<file path="config.mk">
export PLATFORM = sky130hd
export DESIGN_NAME = thermal_event_gen
export DESIGN_NICKNAME = d
export VERILOG_FILES = /design/src/rtl/tev_pkg.sv /design/src/rtl/tev_trip_cmp.sv /design/src/rtl/tev_irq_latch.sv /design/src/rtl/tev_pin_drive.sv /design/src/rtl/thermal_event_gen.sv
export SDC_FILE = /design/constraint.sdc
export NUM_CORES = 1
export LEC_CHECK = 0
export BUFFER_PORTS_ARGS = -buffer_cell sky130_fd_sc_hd__buf_4
export CAP_MARGIN = 40
export CORE_ASPECT_RATIO = 0.7
export CORE_MARGIN = 2
export CORE_UTILIZATION = 42
export DETAILED_ROUTE_END_ITERATION = 16
export GPL_TIMING_DRIVEN = 0
export PLACE_DENSITY = 0.77
export SETUP_SLACK_MARGIN = 0.3
export SLEW_MARGIN = 10
export SYNTH_ARGS = -nofsm -noshare
export SYNTH_HDL_FRONTEND = slang
export SYNTH_SLANG_ARGS = --single-unit
</file>
<file path="constraint.sdc">
create_clock -name clk -period 1.5 [get_ports clk]
set_clock_uncertainty 0.15 [all_clocks]
set_input_delay 0.3 -clock clk [delete_from_list [all_inputs] [get_ports clk]]
set_output_delay 0.3 -clock clk [all_outputs]
set_load 0.01 [all_outputs]
</file>
<file path="src/rtl/tev_pkg.sv">
package tev_pkg;

    typedef struct packed {
        logic below;
        logic above;
        logic crit;
    } trip_flags_t;

    typedef enum logic [1:0] {
        MODE_COMPARE  = 2'd0,
        MODE_LATCH    = 2'd1,
        MODE_CRIT_ONLY = 2'd2
    } out_mode_e;

    typedef struct packed {
        trip_flags_t flags;
        logic        irq;
        logic        armed;
        logic        level;
        logic        oe;
    } tev_state_t;

    function automatic out_mode_e decode_mode(input logic irq_mode, input logic crit_only);
        if (crit_only)
            return MODE_CRIT_ONLY;
        else if (irq_mode)
            return MODE_LATCH;
        else
            return MODE_COMPARE;
    endfunction

endpackage

</file>
<file path="src/rtl/tev_trip_cmp.sv">
module tev_trip_cmp
    import tev_pkg::*;
#(
    parameter int TW = 11
) (
    input  logic signed [TW-1:0] sample,
    input  logic signed [TW-1:0] lim_lo,
    input  logic signed [TW-1:0] lim_hi,
    input  logic signed [TW-1:0] lim_cr,
    output trip_flags_t          hit
);
    localparam int NLIM = 3;

    logic signed [TW-1:0] lim [NLIM];
    logic [NLIM-1:0]      res;

    assign lim[0] = lim_lo;
    assign lim[1] = lim_hi;
    assign lim[2] = lim_cr;

    // slot 0 trips below its limit, the others trip above theirs
    for (genvar i = 0; i < NLIM; i++) begin : g_cmp
        if (i == 0) begin : g_lt
            assign res[i] = sample < lim[i];
        end else begin : g_gt
            assign res[i] = sample > lim[i];
        end
    end

    assign hit.below = res[0];
    assign hit.above = res[1];
    assign hit.crit  = res[2];

endmodule

</file>
<file path="src/rtl/tev_irq_latch.sv">
module tev_irq_latch
    import tev_pkg::*;
(
    input  out_mode_e mode,
    input  logic      sample_valid,
    input  logic      outside,
    input  logic      irq_clear,
    input  logic      irq_q,
    input  logic      armed_q,
    output logic      irq_d,
    output logic      armed_d
);
    logic set_evt;

    always_comb begin
        set_evt = 1'b0;
        irq_d   = 1'b0;
        armed_d = 1'b1;
        if (mode == MODE_LATCH) begin
            set_evt = sample_valid && outside && armed_q;
            // a new event outranks a clear in the same cycle
            irq_d   = set_evt || (irq_q && !irq_clear);
            if (sample_valid)
                armed_d = !outside;
            else
                armed_d = armed_q;
        end
    end

endmodule

</file>
<file path="src/rtl/tev_pin_drive.sv">
module tev_pin_drive
    import tev_pkg::*;
(
    input  out_mode_e   mode,
    input  logic        enable,
    input  logic        active_high,
    input  trip_flags_t flags,
    input  logic        irq,
    output logic        level,
    output logic        oe
);
    logic active;

    always_comb begin
        unique case (mode)
            MODE_CRIT_ONLY: active = flags.crit;
            MODE_LATCH:     active = irq || flags.crit;
            default:        active = flags.below || flags.above || flags.crit;
        endcase

        if (!enable)
            level = 1'b1;
        else
            level = active ? active_high : !active_high;

        oe = !level;
    end

endmodule

</file>
<file path="src/rtl/thermal_event_gen.sv">
module thermal_event_gen
    import tev_pkg::*;
#(
    parameter int TW = 11
) (
    input  logic          clk,
    input  logic          rst_n,
    input  logic          sample_valid,
    input  logic [TW-1:0] sample_temp,
    input  logic [TW-1:0] lim_low,
    input  logic [TW-1:0] lim_high,
    input  logic [TW-1:0] lim_crit,
    input  logic          cfg_enable,
    input  logic          cfg_active_high,
    input  logic          cfg_irq_mode,
    input  logic          cfg_crit_only,
    input  logic          irq_clear,
    output logic          evt_level,
    output logic          evt_oe,
    output logic          flag_below,
    output logic          flag_above,
    output logic          flag_crit
);
    localparam tev_state_t RESET_STATE = '{
        flags: '{below: 1'b0, above: 1'b0, crit: 1'b0},
        irq:   1'b0,
        armed: 1'b1,
        level: 1'b1,
        oe:    1'b0
    };

    tev_state_t  state_q, state_d;
    trip_flags_t hit;
    trip_flags_t flags_nxt;
    out_mode_e   mode;
    logic        irq_nxt, armed_nxt;
    logic        level_nxt, oe_nxt;

    assign mode = decode_mode(cfg_irq_mode, cfg_crit_only);

    tev_trip_cmp #(.TW(TW)) u_cmp (
        .sample (sample_temp),
        .lim_lo (lim_low),
        .lim_hi (lim_high),
        .lim_cr (lim_crit),
        .hit    (hit)
    );

    assign flags_nxt = sample_valid ? hit : state_q.flags;

    tev_irq_latch u_latch (
        .mode         (mode),
        .sample_valid (sample_valid),
        .outside      (hit.below || hit.above || hit.crit),
        .irq_clear    (irq_clear),
        .irq_q        (state_q.irq),
        .armed_q      (state_q.armed),
        .irq_d        (irq_nxt),
        .armed_d      (armed_nxt)
    );

    tev_pin_drive u_pin (
        .mode        (mode),
        .enable      (cfg_enable),
        .active_high (cfg_active_high),
        .flags       (flags_nxt),
        .irq         (irq_nxt),
        .level       (level_nxt),
        .oe          (oe_nxt)
    );

    always_comb begin
        state_d       = state_q;
        state_d.flags = flags_nxt;
        state_d.irq   = irq_nxt;
        state_d.armed = armed_nxt;
        state_d.level = level_nxt;
        state_d.oe    = oe_nxt;
    end

    always_ff @(posedge clk or negedge rst_n) begin
        if (!rst_n)
            state_q <= RESET_STATE;
        else
            state_q <= state_d;
    end

    assign evt_level  = state_q.level;
    assign evt_oe     = state_q.oe;
    assign flag_below = state_q.flags.below;
    assign flag_above = state_q.flags.above;
    assign flag_crit  = state_q.flags.crit;

endmodule

</file>
==> results of run 1 <==
[registers in the layout, summed over array words and instances (netlist names)]
| register | cells |
|---|---|
| evt_level | 1 |
| state_q | 2 |
| flag_crit | 1 |
| flag_above | 1 |
| evt_oe | 1 |
| flag_below | 1 |
[final timing paths]
path                                      from          to  slack (ns)  cells after the start
worst min-delay path             cfg_crit_only  state_q[2]        0.15                      3
worst min register to register      flag_above  flag_above        0.43                      2
min in group asynchronous                rst_n  flag_above        0.28                      2
max in group asynchronous                rst_n  state_q[2]        0.71                      2
worst max register to register      state_q[3]      evt_oe       -0.24                      5
worst max-delay path            sample_temp[7]      evt_oe       -0.94                     10
[cell families after synthesis]
kind of cell	Yosys count	share of synthesized area [%]
buf+inv	36	11.45
compound gates	38	22.48
flops	7	15.06
mux	2	2.121
simple gates	31	14.95
fa+ha+maj	32	33.93
[final cells by class]
cell class / instances / area [µm²] / share of cell area, %
tap: 36 / 45.04 / 1.929
sequential: 7 / 177.7 / 7.610
timing repair buffer: 69 / 614.3 / 26.31
clock buffer: 4 / 45.04 / 1.929
inverter: 36 / 197.7 / 8.467
multi-input combinational: 103 / 1255 / 53.75
[Yosys cell counts, drive strengths merged, types with 3 or more instances]
cell and instances:
inv 36, ha 32, a21oi 10, o21ai 8, nand2 6, dfrtp 5, nor2b 5, a211oi 4
nor2 4, a21o 3, nand3 3, nand4 3
[worst max-delay path: cells and delay by family]
family	cells	cell delay, ns
AND/OR/NAND/NOR	2	0.37
adder cells (fa/ha/maj)	1	0.29
buffers and inverters	2	0.30
AO/OA/AOI/OAI	4	0.82
multiplexers	1	0.32
[cell usage in the layout, fill, tap and decap left out, types with 2 or more instances in the layout]
master    instances
a21o_1            3
o21ai_0           4
o21ai_2           3
nand2b_1          2
nand2_1           6
dfstp_2           2
nand4_1           3
inv_4             8
nand3_1           2
ha_1              9
inv_2            10
buf_4            46
a21oi_1           6
o211ai_1          2
inv_1            14
o21a_1            2
nor2_1            2
inv_12            3
buf_6            19
a211oi_4          2
clkbuf_8          3
buf_8             3
a21oi_2           4
ha_4             23
dfrtp_1           5
nor2b_1           5
and4_1            2
[stage by stage]
stage          setup TNS (ns)  total power (W)  hold slack, ns  cell area [µm²]
2_1_floorplan          -2.390        0.0005333         -0.1456             1529
3_3_place_gp           -4.476        0.0007558        -0.03573             1994
3_5_place_dp           -4.608        0.0007812        -0.02599             1994
4_1_cts                -3.245         0.001139          0.1380             2247
5_1_grt                -4.408         0.001290          0.1652             2335
6_report               -3.945         0.001215          0.1464             2335
[metal layers]
metal  wire length [µm]  track usage, %  part of all wire, %  up-vias
li1                   -               -                    -      660
met1               1695           29.97                   42      599
met2               1995           45.05                   50       51
met3                204           4.651                  5.1       14
met4                113           9.184                  2.8        0
met5                  0               0                    0        -
[report_power, final]
group	internal [W]	switching, W
clock	0.000185	0.0000955
sequential	0.000216	0.0000163
combinational	0.000388	0.000315
[what timing repair did]
item | in CTS | in global routing
setup endpoints to repair | 10 | 12
pin swaps | 20 | 9
setup buffers | 8 | 4
endpoints found under the hold margin | 7 | 0
hold buffers | 1 | 0
resized for setup | 32 | 13
==> results.sh, run 1 <==
export IMPL_post_route_drc_count=0
export IMPL_std_cell_rows=16
export IMPL_synth_top_flop_cell="dfrtp_1"
export IMPL_syn_area_um2=1180
export IMPL_worstPathRequired_ns=1.46
export IMPL_viasPerCell=5.192
export IMPL_final_core_util_pct=85.13
export IMPL_htreeDepth=1
export IMPL_p_leak_nw=1.059
export IMPL_setup_viol=7
export IMPL_path_clk_slew_ns=0.05
export IMPL_nets=304
export IMPL_yosysTopAreaCell="ha_1"
export IMPL_cp_start_kind="input port"
export IMPL_drt_total_wl_um=4008
export IMPL_placedCellCount=238
export IMPL_rsz0062_at_grt="true"
export IMPL_dp_hpwl_um=2826
export IMPL_place_ws_ns=-1.121
export IMPL_antenna_found_initial=0
export IMPL_fin_crit_ns=2.438
export IMPL_synth_top_area_share_pct=33.93
export IMPL_crit_type="in2reg"
export IMPL_grt_pass1_wl_um=6285
export IMPL_violations="negative setup slack"
export IMPL_max_cap_viol_count=0
export IMPL_critPathMaxFanout=3
export IMPL_initial_core_util_pct=43.02
export IMPL_cts_tree="built"
export IMPL_final_cell_count_no_fill=255
export IMPL_yosysWarningCount=0
export IMPL_max_freq_ghz=0.4102
export IMPL_tightestPinTransition_ns=0.3628
export IMPL_seq_area_frac_synth_pct=15.06
export IMPL_clockRootBuffer="clkbuf_8"
export IMPL_cp_end_kind="register"
export IMPL_clkSinkCount=7
export IMPL_syn_inst=146
export IMPL_die_h_um=48.35
export IMPL_via_count=1324
export IMPL_report_final_hold_viol_count=0
export IMPL_area_delta_synth_final_pct=97.88
export IMPL_synth_net_count=230
export IMPL_yosys_top_cells_area="ha_1, inv_1, dfrtp_1"
export IMPL_max_vdd_ir_drop_mv=0.6079
export IMPL_avgSynthCellArea_um2=8.081
export IMPL_pin_count=57
export IMPL_synthArstFlopShare_pct=100.0
export IMPL_setup_slack_ns=-0.9377
export IMPL_fillers=140
export IMPL_die_x_um=67.35
export IMPL_hold_path_class="in2reg"
export IMPL_clk_latency_ns=0.23
export IMPL_post_route_period_util_pct=162.5
export IMPL_drt_first_pass_iters=4
export IMPL_routabilityCongestion=0.7975
export IMPL_slew_limit_headroom_pct=75.56
export IMPL_grt_max_degree=9
export IMPL_numCtsBuffers=3
export IMPL_yosys_cell_types_count=36
export IMPL_cp_slowest_cell="mux2_4"
export IMPL_synth_edf_count=0
export IMPL_crit_chain="buf_6 > ha_1 > nand4_1 > a211o_1 > and4_1 > a211oi_2 > buf_4 > a21o_1 > a211oi_4 > mux2_4"
export IMPL_gr_total_overflow=0
export IMPL_antenna_left=0
export IMPL_core_region_area_um2=2743
export IMPL_power_density_nw_per_um2=520.4
export IMPL_cts_buffer_depth=2
export IMPL_drive_gt1_share_pct=63.47
export IMPL_diodes=0
export IMPL_worstPathArrival_ns=2.40
export IMPL_critPathMaxStageDelay_ns=0.32
export IMPL_portBuffers=56
export IMPL_wl_per_cell_um=15.72
export IMPL_status="finished, violations left"
export IMPL_grt_use_total_pct=25.38
export IMPL_grt_pass1_vias=1431
export IMPL_dieArea_um2=3256
export IMPL_yosys_register_bits=7
export IMPL_drtIter0Drc=32
export IMPL_final_max_slew_violation_count=0
(Power assumes the default switching activity.)
==> run 2, diff against run 1 <==
==> constraint.sdc (replaced) <==
create_clock -name clk -period 2 [get_ports clk]
set_clock_uncertainty 0.15 [all_clocks]
set_input_delay 0.4 -clock clk [delete_from_list [all_inputs] [get_ports clk]]
set_output_delay 0.4 -clock clk [all_outputs]
set_load 0.01 [all_outputs]
==> results.sh, run 2 (synthesized netlist as in run 1, its figures left out) <==
export IMPL_pin_count=57
export IMPL_final_max_slew_violation_count=0
export IMPL_die_x_um=67.35
export IMPL_die_h_um=48.35
export IMPL_critPathMaxFanout=3
export IMPL_top_register="state_q"
export IMPL_grt_use_total_pct=25.06
export IMPL_viasPerCell=5.390
export IMPL_grt_max_degree=9
export IMPL_final_common_cell="buf_4"
export IMPL_path_clk_slew_ns=0.04
export IMPL_whs_path_depth=3
export IMPL_antenna_left=0
export IMPL_cts_buffer_depth=2
export IMPL_dieArea_um2=3256
export IMPL_hp_start="cfg_crit_only"
export IMPL_tightestPinTransition_ns=0.4147
export IMPL_setup_slack_ns=-0.4728
export IMPL_largest_reg_flops=2
export IMPL_status="finished, violations left"
export IMPL_routabilityCongestion=0.8109
export IMPL_rrSetupSlack_ns=0.25
export IMPL_cts_tree="built"
export IMPL_max_freq_ghz=0.4044
export IMPL_crit_type="in2reg"
export IMPL_clkSinkCount=7
export IMPL_holdWs_ns=0.2316
export IMPL_setup_viol=3
export IMPL_dp_hpwl_um=2932
export IMPL_cp_end_kind="register"
export IMPL_max_vdd_ir_drop_mv=0.2846
export IMPL_post_route_period_util_pct=123.6
export IMPL_swShare_pct=35.01
export IMPL_r2r_end="evt_oe"
export IMPL_violations="negative setup slack"
export IMPL_post_route_drc_count=0
export IMPL_numCtsBuffers=3
export IMPL_power_density_nw_per_um2=392.6
export IMPL_pwr_share_clk_pct=22.9
export IMPL_clockRootBuffer="clkbuf_8"
export IMPL_diodes=0
export IMPL_worstPathArrival_ns=2.43
export IMPL_drt_total_wl_um=4096
export IMPL_htreeDepth=1
export IMPL_initial_core_util_pct=43.02
export IMPL_p_int_w=0.0005822
export IMPL_cp_start_kind="input port"
export IMPL_hold_path_end="state_q[2]"
export IMPL_portBuffers=56
export IMPL_dpl_cell_area_um2=1902
export IMPL_p_leak_nw=1.038
export IMPL_rsz0062_at_grt="true"
export IMPL_report_final_hold_viol_count=0
export IMPL_hold_path_class="in2reg"
export IMPL_worstPathRequired_ns=1.96
export IMPL_gr_total_overflow=0
export IMPL_layout_common_cells="buf_4, ha_4, inv_1"
export IMPL_switchingPower_w=0.0003137
export IMPL_core_region_area_um2=2743
export IMPL_final_core_util_pct=83.21
export IMPL_antenna_found_initial=0
export IMPL_fin_crit_ns=2.473
export IMPL_slew_limit_headroom_pct=72.12
export IMPL_share_comb_of_total_power_pct=58.0
export IMPL_area_delta_synth_final_pct=93.43
export IMPL_max_cap_viol_count=0
export IMPL_wl_per_cell_um=16.45
export IMPL_nets=298
export IMPL_drive_gt1_share_pct=60.56
export IMPL_grt_pass1_wl_um=6237
export IMPL_r2r_cells=5
export IMPL_drtIter0Drc=40
export IMPL_finalInstanceArea_um2=2282
export IMPL_drt_first_pass_iters=4
export IMPL_grt_pass1_vias=1390
export IMPL_std_cell_rows=16
export IMPL_via_count=1342
export IMPL_clk_latency_ns=0.23
export IMPL_power_frac_seq_pct=19.1
export IMPL_r2r_start="state_q[3]"
[run 2: cell count changes in the layout (fill, tap and decap cells not counted), sizes merged]
| cell | previous run | this run |
|---|---|---|
| buf | 68 | 62 |
[run 2: critical path: stages]
cell and delay (ns):
buf_8 0.11, ha_4 0.26, and4_4 0.22, nand3_4 0.07, o21a_4 0.22, a211oi_4 0.31, nor2_4 0.07, buf_4 0.15
a31oi_4 0.25, a211oi_4 0.07, mux2_4 0.31
[run 2: worst max-delay path by stage]
stage,slack [ns],start,endpoint,cells after the start
2_1_floorplan,-0.40,lim_high[10],evt_oe,10
5_1_grt,-0.51,lim_crit[6],evt_oe,11
4_1_cts,-0.41,sample_temp[6],evt_oe,10
3_5_place_dp,-0.78,sample_temp[2],evt_oe,10
3_3_place_gp,-0.72,sample_temp[2],evt_oe,10
6_report,-0.47,sample_temp[4],evt_oe,11
[run 2: timing repair]
action,CTS,global route
resized for setup,37,22
setup endpoints to repair,7,7
hold buffers,1,0
pin swaps,21,15
buffers inserted,3,3
hold endpoints to repair,5,0
[run 2: routing by layer]
| layer | routed length, µm | vias up | track usage, % |
|---|---|---|---|
| li1 | - | 648 | - |
| met1 | 1694 | 625 | 30.33 |
| met2 | 2102 | 57 | 45.71 |
| met3 | 206 | 12 | 3.488 |
| met4 | 93 | 0 | 6.463 |
| met5 | 0 | - | 0 |
[run 2: power groups by stage]
stage,clock (W),sequential (W),combinational (W)
2_1_floorplan,0,0.000177,0.000208
3_5_place_dp,0,0.000172,0.000396
4_1_cts,0.000207,0.000170,0.000455
5_1_grt,0.000213,0.000173,0.000564
6_report,0.000205,0.000171,0.000520
3_3_place_gp,0,0.000170,0.000374
[run 2: metrics by stage]
step / instances / setup TNS [ns] / setup slack (ns) / total power [W]
3_5_place_dp: 238 / -2.081 / -0.7818 / 0.0005679
6_report: 249 / -0.9415 / -0.4728 / 0.0008959
2_1_floorplan: 146 / -0.6331 / -0.3978 / 0.0003848
4_1_cts: 246 / -0.7602 / -0.4121 / 0.0008321
5_1_grt: 249 / -1.090 / -0.5081 / 0.0009498
3_3_place_gp: 238 / -1.723 / -0.7181 / 0.0005438
[run 2: area by class of cell]
cell class,count,area (µm²)
tap,36,45.04
multi-input combinational,103,1259
clock buffer,4,45.04
timing repair buffer,63,578.1
fill,155,460.4
inverter,36,177.7
sequential,7,177.7
